### src/rtl/busArbPkg.sv
package busArbPkg;

  typedef enum logic [1:0] {
    ST_IDLE  = 2'd0,
    ST_XFER  = 2'd1,
    ST_RFSH  = 2'd2,
    ST_GRANT = 2'd3
  } arbState_t;

  // strobes from the control FSM to the counters
  typedef struct packed {
    logic loadXfer;
    logic burst;
    logic stepXfer;
    logic loadRfsh;
    logic stepRfsh;
    logic clrPend;
  } arbStrobe_t;

endpackage

### src/rtl/busArbDp.sv
module busArbDp
  import busArbPkg::*;
#(
  parameter int RFSH_PERIOD = 64,
  parameter int BEAT_CYC    = 2,
  parameter int BURST_BEATS = 4,
  parameter int RFSH_CYC    = 3
) (
  input  logic       clk,
  input  logic       porRstN,
  input  logic       manRst,
  input  logic       extReq,
  input  arbStrobe_t stb,
  output logic       reqSync,
  output logic       rfPend,
  output logic       beatEnd,
  output logic       lastBeat,
  output logic       rfEnd
);

  localparam int RW = (RFSH_PERIOD > 1) ? $clog2(RFSH_PERIOD) : 1;
  localparam int CW = (BEAT_CYC > 1) ? $clog2(BEAT_CYC) : 1;
  localparam int BW = (BURST_BEATS > 1) ? $clog2(BURST_BEATS) : 1;
  localparam int FW = (RFSH_CYC > 1) ? $clog2(RFSH_CYC) : 1;

  logic          syncA;
  logic [RW-1:0] rfCnt;
  logic [CW-1:0] cycCnt;
  logic [BW-1:0] beatsLeft;
  logic [FW-1:0] rCyc;

  // two-flop synchronizer on the outside request
  always_ff @(posedge clk or negedge porRstN) begin
    if (!porRstN) begin
      syncA   <= 1'b0;
      reqSync <= 1'b0;
    end else begin
      syncA   <= extReq;
      reqSync <= syncA;
    end
  end

  // refresh interval counter, frozen during manual reset
  always_ff @(posedge clk or negedge porRstN) begin
    if (!porRstN) begin
      rfCnt  <= '0;
      rfPend <= 1'b0;
    end else begin
      if (stb.clrPend) rfPend <= 1'b0;
      if (!manRst) begin
        if (rfCnt == RW'(RFSH_PERIOD - 1)) begin
          rfCnt  <= '0;
          rfPend <= 1'b1;
        end else begin
          rfCnt <= rfCnt + 1'b1;
        end
      end
    end
  end

  // beat and burst counters
  always_ff @(posedge clk or negedge porRstN) begin
    if (!porRstN) begin
      cycCnt    <= '0;
      beatsLeft <= '0;
    end else if (stb.loadXfer) begin
      cycCnt    <= '0;
      beatsLeft <= stb.burst ? BW'(BURST_BEATS - 1) : '0;
    end else if (stb.stepXfer) begin
      if (beatEnd) begin
        cycCnt <= '0;
        if (beatsLeft != '0) beatsLeft <= beatsLeft - 1'b1;
      end else begin
        cycCnt <= cycCnt + 1'b1;
      end
    end
  end

  // refresh cycle length counter
  always_ff @(posedge clk or negedge porRstN) begin
    if (!porRstN)          rCyc <= '0;
    else if (stb.loadRfsh) rCyc <= '0;
    else if (stb.stepRfsh) rCyc <= rCyc + 1'b1;
  end

  assign beatEnd  = (cycCnt == CW'(BEAT_CYC - 1));
  assign lastBeat = (beatsLeft == '0);
  assign rfEnd    = (rCyc == FW'(RFSH_CYC - 1));

  assert_rfsh_frozen_R3: assert property (@(posedge clk) disable iff (!porRstN)
    manRst |=> $stable(rfCnt));

  assert_pend_clear_R2: assert property (@(posedge clk) disable iff (!porRstN)
    $fell(rfPend) |-> $past(stb.clrPend));

endmodule

### src/rtl/busArbCtrl.sv
module busArbCtrl
  import busArbPkg::*;
(
  input  logic       clk,
  input  logic       porRstN,
  input  logic       manRst,
  input  logic       mstReq,
  input  logic       mstBurst,
  input  logic       reqSync,
  input  logic       rfPend,
  input  logic       beatEnd,
  input  logic       lastBeat,
  input  logic       rfEnd,
  output arbStrobe_t stb,
  output logic       extGrant,
  output logic       cycActive,
  output logic       mstAck,
  output logic       mstLast
);

  arbState_t st, nxt;

  always_ff @(posedge clk or negedge porRstN) begin
    if (!porRstN) st <= ST_IDLE;
    else          st <= nxt;
  end

  always_comb begin
    nxt = st;
    stb = '0;
    unique case (st)
      ST_IDLE: begin
        if (!manRst) begin
          if (rfPend) begin
            nxt          = ST_RFSH;
            stb.loadRfsh = 1'b1;
          end else if (reqSync) begin
            nxt = ST_GRANT;
          end else if (mstReq) begin
            nxt          = ST_XFER;
            stb.loadXfer = 1'b1;
            stb.burst    = mstBurst;
          end
        end
      end
      ST_XFER: begin
        stb.stepXfer = 1'b1;
        if (beatEnd && (lastBeat || manRst)) nxt = ST_IDLE;
      end
      ST_RFSH: begin
        stb.stepRfsh = 1'b1;
        if (rfEnd) begin
          nxt         = ST_IDLE;
          stb.clrPend = 1'b1;
        end
      end
      ST_GRANT: begin
        if (!reqSync) nxt = ST_IDLE;
      end
      default: nxt = ST_IDLE;
    endcase
  end

  assign extGrant  = (st == ST_GRANT);
  assign cycActive = (st == ST_XFER);
  assign mstAck    = cycActive && beatEnd;
  assign mstLast   = mstAck && (lastBeat || manRst);

  assert_no_grant_in_mrst_R12: assert property (@(posedge clk) disable iff (!porRstN)
    $rose(extGrant) |-> !$past(manRst));

  assert_burst_cut_R5: assert property (@(posedge clk) disable iff (!porRstN)
    (cycActive && beatEnd && manRst) |=> !cycActive);

  assert_rfsh_first_R9: assert property (@(posedge clk) disable iff (!porRstN)
    (rfPend && !extGrant && !cycActive) |=> !$rose(extGrant));

  assert_grant_needs_req_R7: assert property (@(posedge clk) disable iff (!porRstN)
    $rose(extGrant) |-> $past(reqSync));

endmodule

### src/rtl/busRelArb.sv
module busRelArb
  import busArbPkg::*;
#(
  parameter int RFSH_PERIOD = 64,
  parameter int BEAT_CYC    = 2,
  parameter int BURST_BEATS = 4,
  parameter int RFSH_CYC    = 3
) (
  input  logic clk,
  input  logic porRstN,
  input  logic manRst,
  input  logic extReq,
  output logic extGrant,
  input  logic mstReq,
  input  logic mstBurst,
  output logic mstAck,
  output logic mstLast,
  output logic cycActive,
  output logic busDrvEn,
  output logic rfshReq
);

  arbStrobe_t stb;
  logic reqSync, rfPend, beatEnd, lastBeat, rfEnd;

  busArbDp #(
    .RFSH_PERIOD(RFSH_PERIOD), .BEAT_CYC(BEAT_CYC),
    .BURST_BEATS(BURST_BEATS), .RFSH_CYC(RFSH_CYC)
  ) uDp (
    .clk(clk), .porRstN(porRstN), .manRst(manRst), .extReq(extReq), .stb(stb),
    .reqSync(reqSync), .rfPend(rfPend), .beatEnd(beatEnd), .lastBeat(lastBeat),
    .rfEnd(rfEnd)
  );

  busArbCtrl uCtrl (
    .clk(clk), .porRstN(porRstN), .manRst(manRst), .mstReq(mstReq),
    .mstBurst(mstBurst), .reqSync(reqSync), .rfPend(rfPend), .beatEnd(beatEnd),
    .lastBeat(lastBeat), .rfEnd(rfEnd), .stb(stb), .extGrant(extGrant),
    .cycActive(cycActive), .mstAck(mstAck), .mstLast(mstLast)
  );

  // drivers off at once in power-on reset and whenever the bus is released
  assign busDrvEn = porRstN && !extGrant;
  assign rfshReq  = rfPend;

  assert_por_quiet_R1: assert property (@(posedge clk)
    !porRstN |-> (!extGrant && !cycActive && !busDrvEn && !mstAck));

  assert_grant_drv_off_R7: assert property (@(posedge clk) disable iff (!porRstN)
    extGrant |-> (!busDrvEn && !cycActive));

endmodule

### config.mk
export PLATFORM = sky130hd
export DESIGN_NAME = busRelArb
export DESIGN_NICKNAME = d
export VERILOG_FILES = /design/src/rtl/busArbPkg.sv /design/src/rtl/busArbDp.sv /design/src/rtl/busArbCtrl.sv /design/src/rtl/busRelArb.sv
export SDC_FILE = /design/constraint.sdc
export NUM_CORES = 1
export LEC_CHECK = 0
export BUFFER_PORTS_ARGS = -buffer_cell sky130_fd_sc_hd__buf_2
export CAP_MARGIN = 20
export CORE_UTILIZATION = 35
export CTS_CLUSTER_DIAMETER = 30
export DETAILED_ROUTE_END_ITERATION = 6
export MAX_ROUTING_LAYER = met4
export SLEW_MARGIN = 40
export SYNTH_ARGS = -nofsm -noshare
export SYNTH_HDL_FRONTEND = slang
export SYNTH_SLANG_ARGS = --single-unit
### constraint.sdc
create_clock -name clk -period 1.4 [get_ports clk]
set_input_delay 0.07 -clock clk [delete_from_list [all_inputs] [get_ports clk]]
set_output_delay 0.07 -clock clk [all_outputs]
set_load 0.005 [all_outputs]
==> impl_metrics.ini <==
[timing]
fmax_ghz = 0.744
hold_viol_final = 0
period_minus_slack_ns = 1.34
finClkSkew_ns = 0.00518
slew-limit-headroom_pct = 77.4
fin_ws_ns = 0.0568
drv_slew = 0
setup_viol = 0
setup_tns_ns = 0
tightestPinTransition_ns = 0.336
period_share_pct = 95.9

[worst_setup_path]
worstSetupPathType = flip-flop to flip-flop
worst-path-buf-inv = 1
cp-start-kind = flip-flop
crit_family = flip-flops
cp.required_ns = 1.58
cp_cell_sequence = inv_2 -> ha_4 -> and4bb_1 -> xnor2_1 -> mux2_4
endpoint_kind = flip-flop
max_stage_delay_ns = 0.39
worstPathArrival_ns = 1.52
crit_slowest_cell = dfrtp_1
crit_fanout = 2

[synthesis]
yosysWarnings = 0
synth_seq_cells = 16
syn_inst = 78
post_synth_num_cell_types = 32
syn-cell-area_um2 = 840
synth_top_cell_area_share_pct = 47.7
synth.area.top_cells = dfrtp_1 (48%), ha_1 (4.5%), o21ai_0 (4.2%), mux2_4 (3.6%), xnor2_1 (3.1%)
ys_seq_area_share_pct = 47.7
synth_top_area_cell = dfrtp_1
syn_nets = 87
avgSynthCellArea_um2 = 10.8

[clocking]
path_clk_slew_ns = 0.09
insertion_delay_ns = 0.28
htree_levels = 1
cts_root_buf = clkbuf_4
cts_buffers = 3
cts.sinks = 16
cts_tree = done
clk_path_buf_depth = 2

[drt]
wirelength_um = 1480
wire_per_inst_um = 12.0
drtPass1Iterations = 2
viasPerCell = 5.05
ant_nets = 0
drc = 0
vias = 621
drt_iter0_drc = 1

[min_path]
min_path_type = primary input to flip-flop

[die]
core-area_um2 = 2230
dieArea_um2 = 2600
ios = 12
start_util_pct = 37.6
die_y_um = 51.0
num_rows = 17
dieWidth_um = 51.0

[cells_and_area]
antenna_cells = 0
layout-drive-gt1-share_pct = 32.6
nNetsFinal = 106
area_growth_pct = 20.3
postLayoutCoreUtil_pct = 45.2
final.fill_count = 232

[pwr]
cellPowerDensity_nw_per_um2 = 1940
fin_total_pwr_mw = 1.96
peakVddDrop_v = 0.00105
leakage_nw = 0.458

[global_routing]
grt_pass1_wl_um = 2230
grt_overflow = 0
grt_pass1_vias = 532
antenna_found_initial = 0
grt.total_usage_pct = 12.3
grt_max_degree = 17

[placed_design]
dp_slack_ns = 0.0519
hpwl_um = 987
gp_congestion = 0.729
io_buffers = 11

[flow_run]
drv_cap = 0

[outcome]
status = finished clean
## path summary, 6_finish.rpt
path	from	to	slack, ns	cells past startpoint
worst max-delay path	uDp.beatsLeft[1]	uDp.beatsLeft[0]	0.06	5
worst min-delay path	mstBurst	uDp.beatsLeft[0]	0.03	2
worst max register to register	uDp.beatsLeft[1]	uDp.beatsLeft[0]	0.06	5
worst min register to register	uDp.syncA	uDp.reqSync	0.35	0
max in group asynchronous	porRstN	uCtrl.st[1]	0.94	3
min in group asynchronous	porRstN	uDp.beatsLeft[1]	0.27	3
## per-stage QoR
stage / hold WS [ns] / cells / instance area, um2
after floorplan: -0.226 / 78 / 840
after global placement: 0.0387 / 117 / 928
after detailed placement: 0.0431 / 117 / 928
after CTS: 0.0206 / 122 / 977
after global routing: 0.0154 / 123 / 1010
final: 0.0300 / 123 / 1010
## what timing repair did
action | CTS | global route
gates resized for setup | 5 | 6
hold buffers | 2 | 0
cloned | 0 | 0
hold endpoints to repair | 17 | 0
pin swaps | 2 | 1
buffers inserted | 0 | 1
setup endpoints to repair | 1 | 4
## report_power, final
part	internal, mW	leakage [nW]	total [mW]	switching (mW)
Clock	0.0997	0.0138	0.237	0.137
Combinational	0.491	0.252	0.874	0.383
Sequential	0.660	0.192	0.846	0.185
Total	1.25	0.458	1.96	0.705
## registers in the layout, indices dropped and copies added (netlist names)
signal         flops
uDp.rCyc           2
uDp.syncA          1
uDp.rfCnt          6
uDp.beatEnd        1
uDp.beatsLeft      2
uDp.rfPend         1
uCtrl.st           2
uDp.reqSync        1
## per-layer routing
layer	track usage, %	up-vias	wire (um)
met1	13.9	298	677
met4	4.17	0	13
li1	-	307	-
met2	19.3	14	718
met5	-	-	0
met3	5.36	2	70
## cells in the mapped netlist, drive strengths merged
cell / n
xor2: 1
nand2: 4
inv: 5
and2: 2
and4bb: 1
a31oi: 1
mux2i: 2
nor3b: 1
nand4b: 2
mux2: 4
nor2b: 1
a21oi: 3
xnor2: 3
or3: 1
nor3: 3
ha: 3
buf: 3
dfrtp: 16
o211ai: 1
nor2: 4
a21o: 1
o21ai: 7
o22ai: 1
nand3b: 1
nand3: 2
and2b: 1
nand2b: 4
## kinds of logic (layout without fill, tap and decap cells)
group	count (synthesis)	in the layout	share of synthesized area (%)
fa+ha+maj	3	3	4.47
buf+inv	8	25	5.07
flops	16	16	47.7
simple gates	27	27	20.7
compound gates	14	14	9.24
xor+xnor	4	4	4.17
mux	6	6	8.64
## cell usage in the layout, fill, tap and decap left out, types with 3 or more instances in the layout
cell type	count
a21oi_1	3
buf_2	11
clkbuf_4	3
dfrtp_1	14
inv_1	3
nand2_1	4
nand2b_1	4
nor2_1	4
o21ai_0	6
xnor2_1	3
## area by class of cell
cell class                 instances  area [um2]  share of cell area (%)
tap                               28        35.0                    3.47
timing repair buffer              17         113                    11.2
sequential                        16         403                    39.9
clock buffer                       3        22.5                    2.23
inverter                           5        18.8                    1.86
multi-input combinational         54         418                    41.4
(Power assumes the default switching activity.)
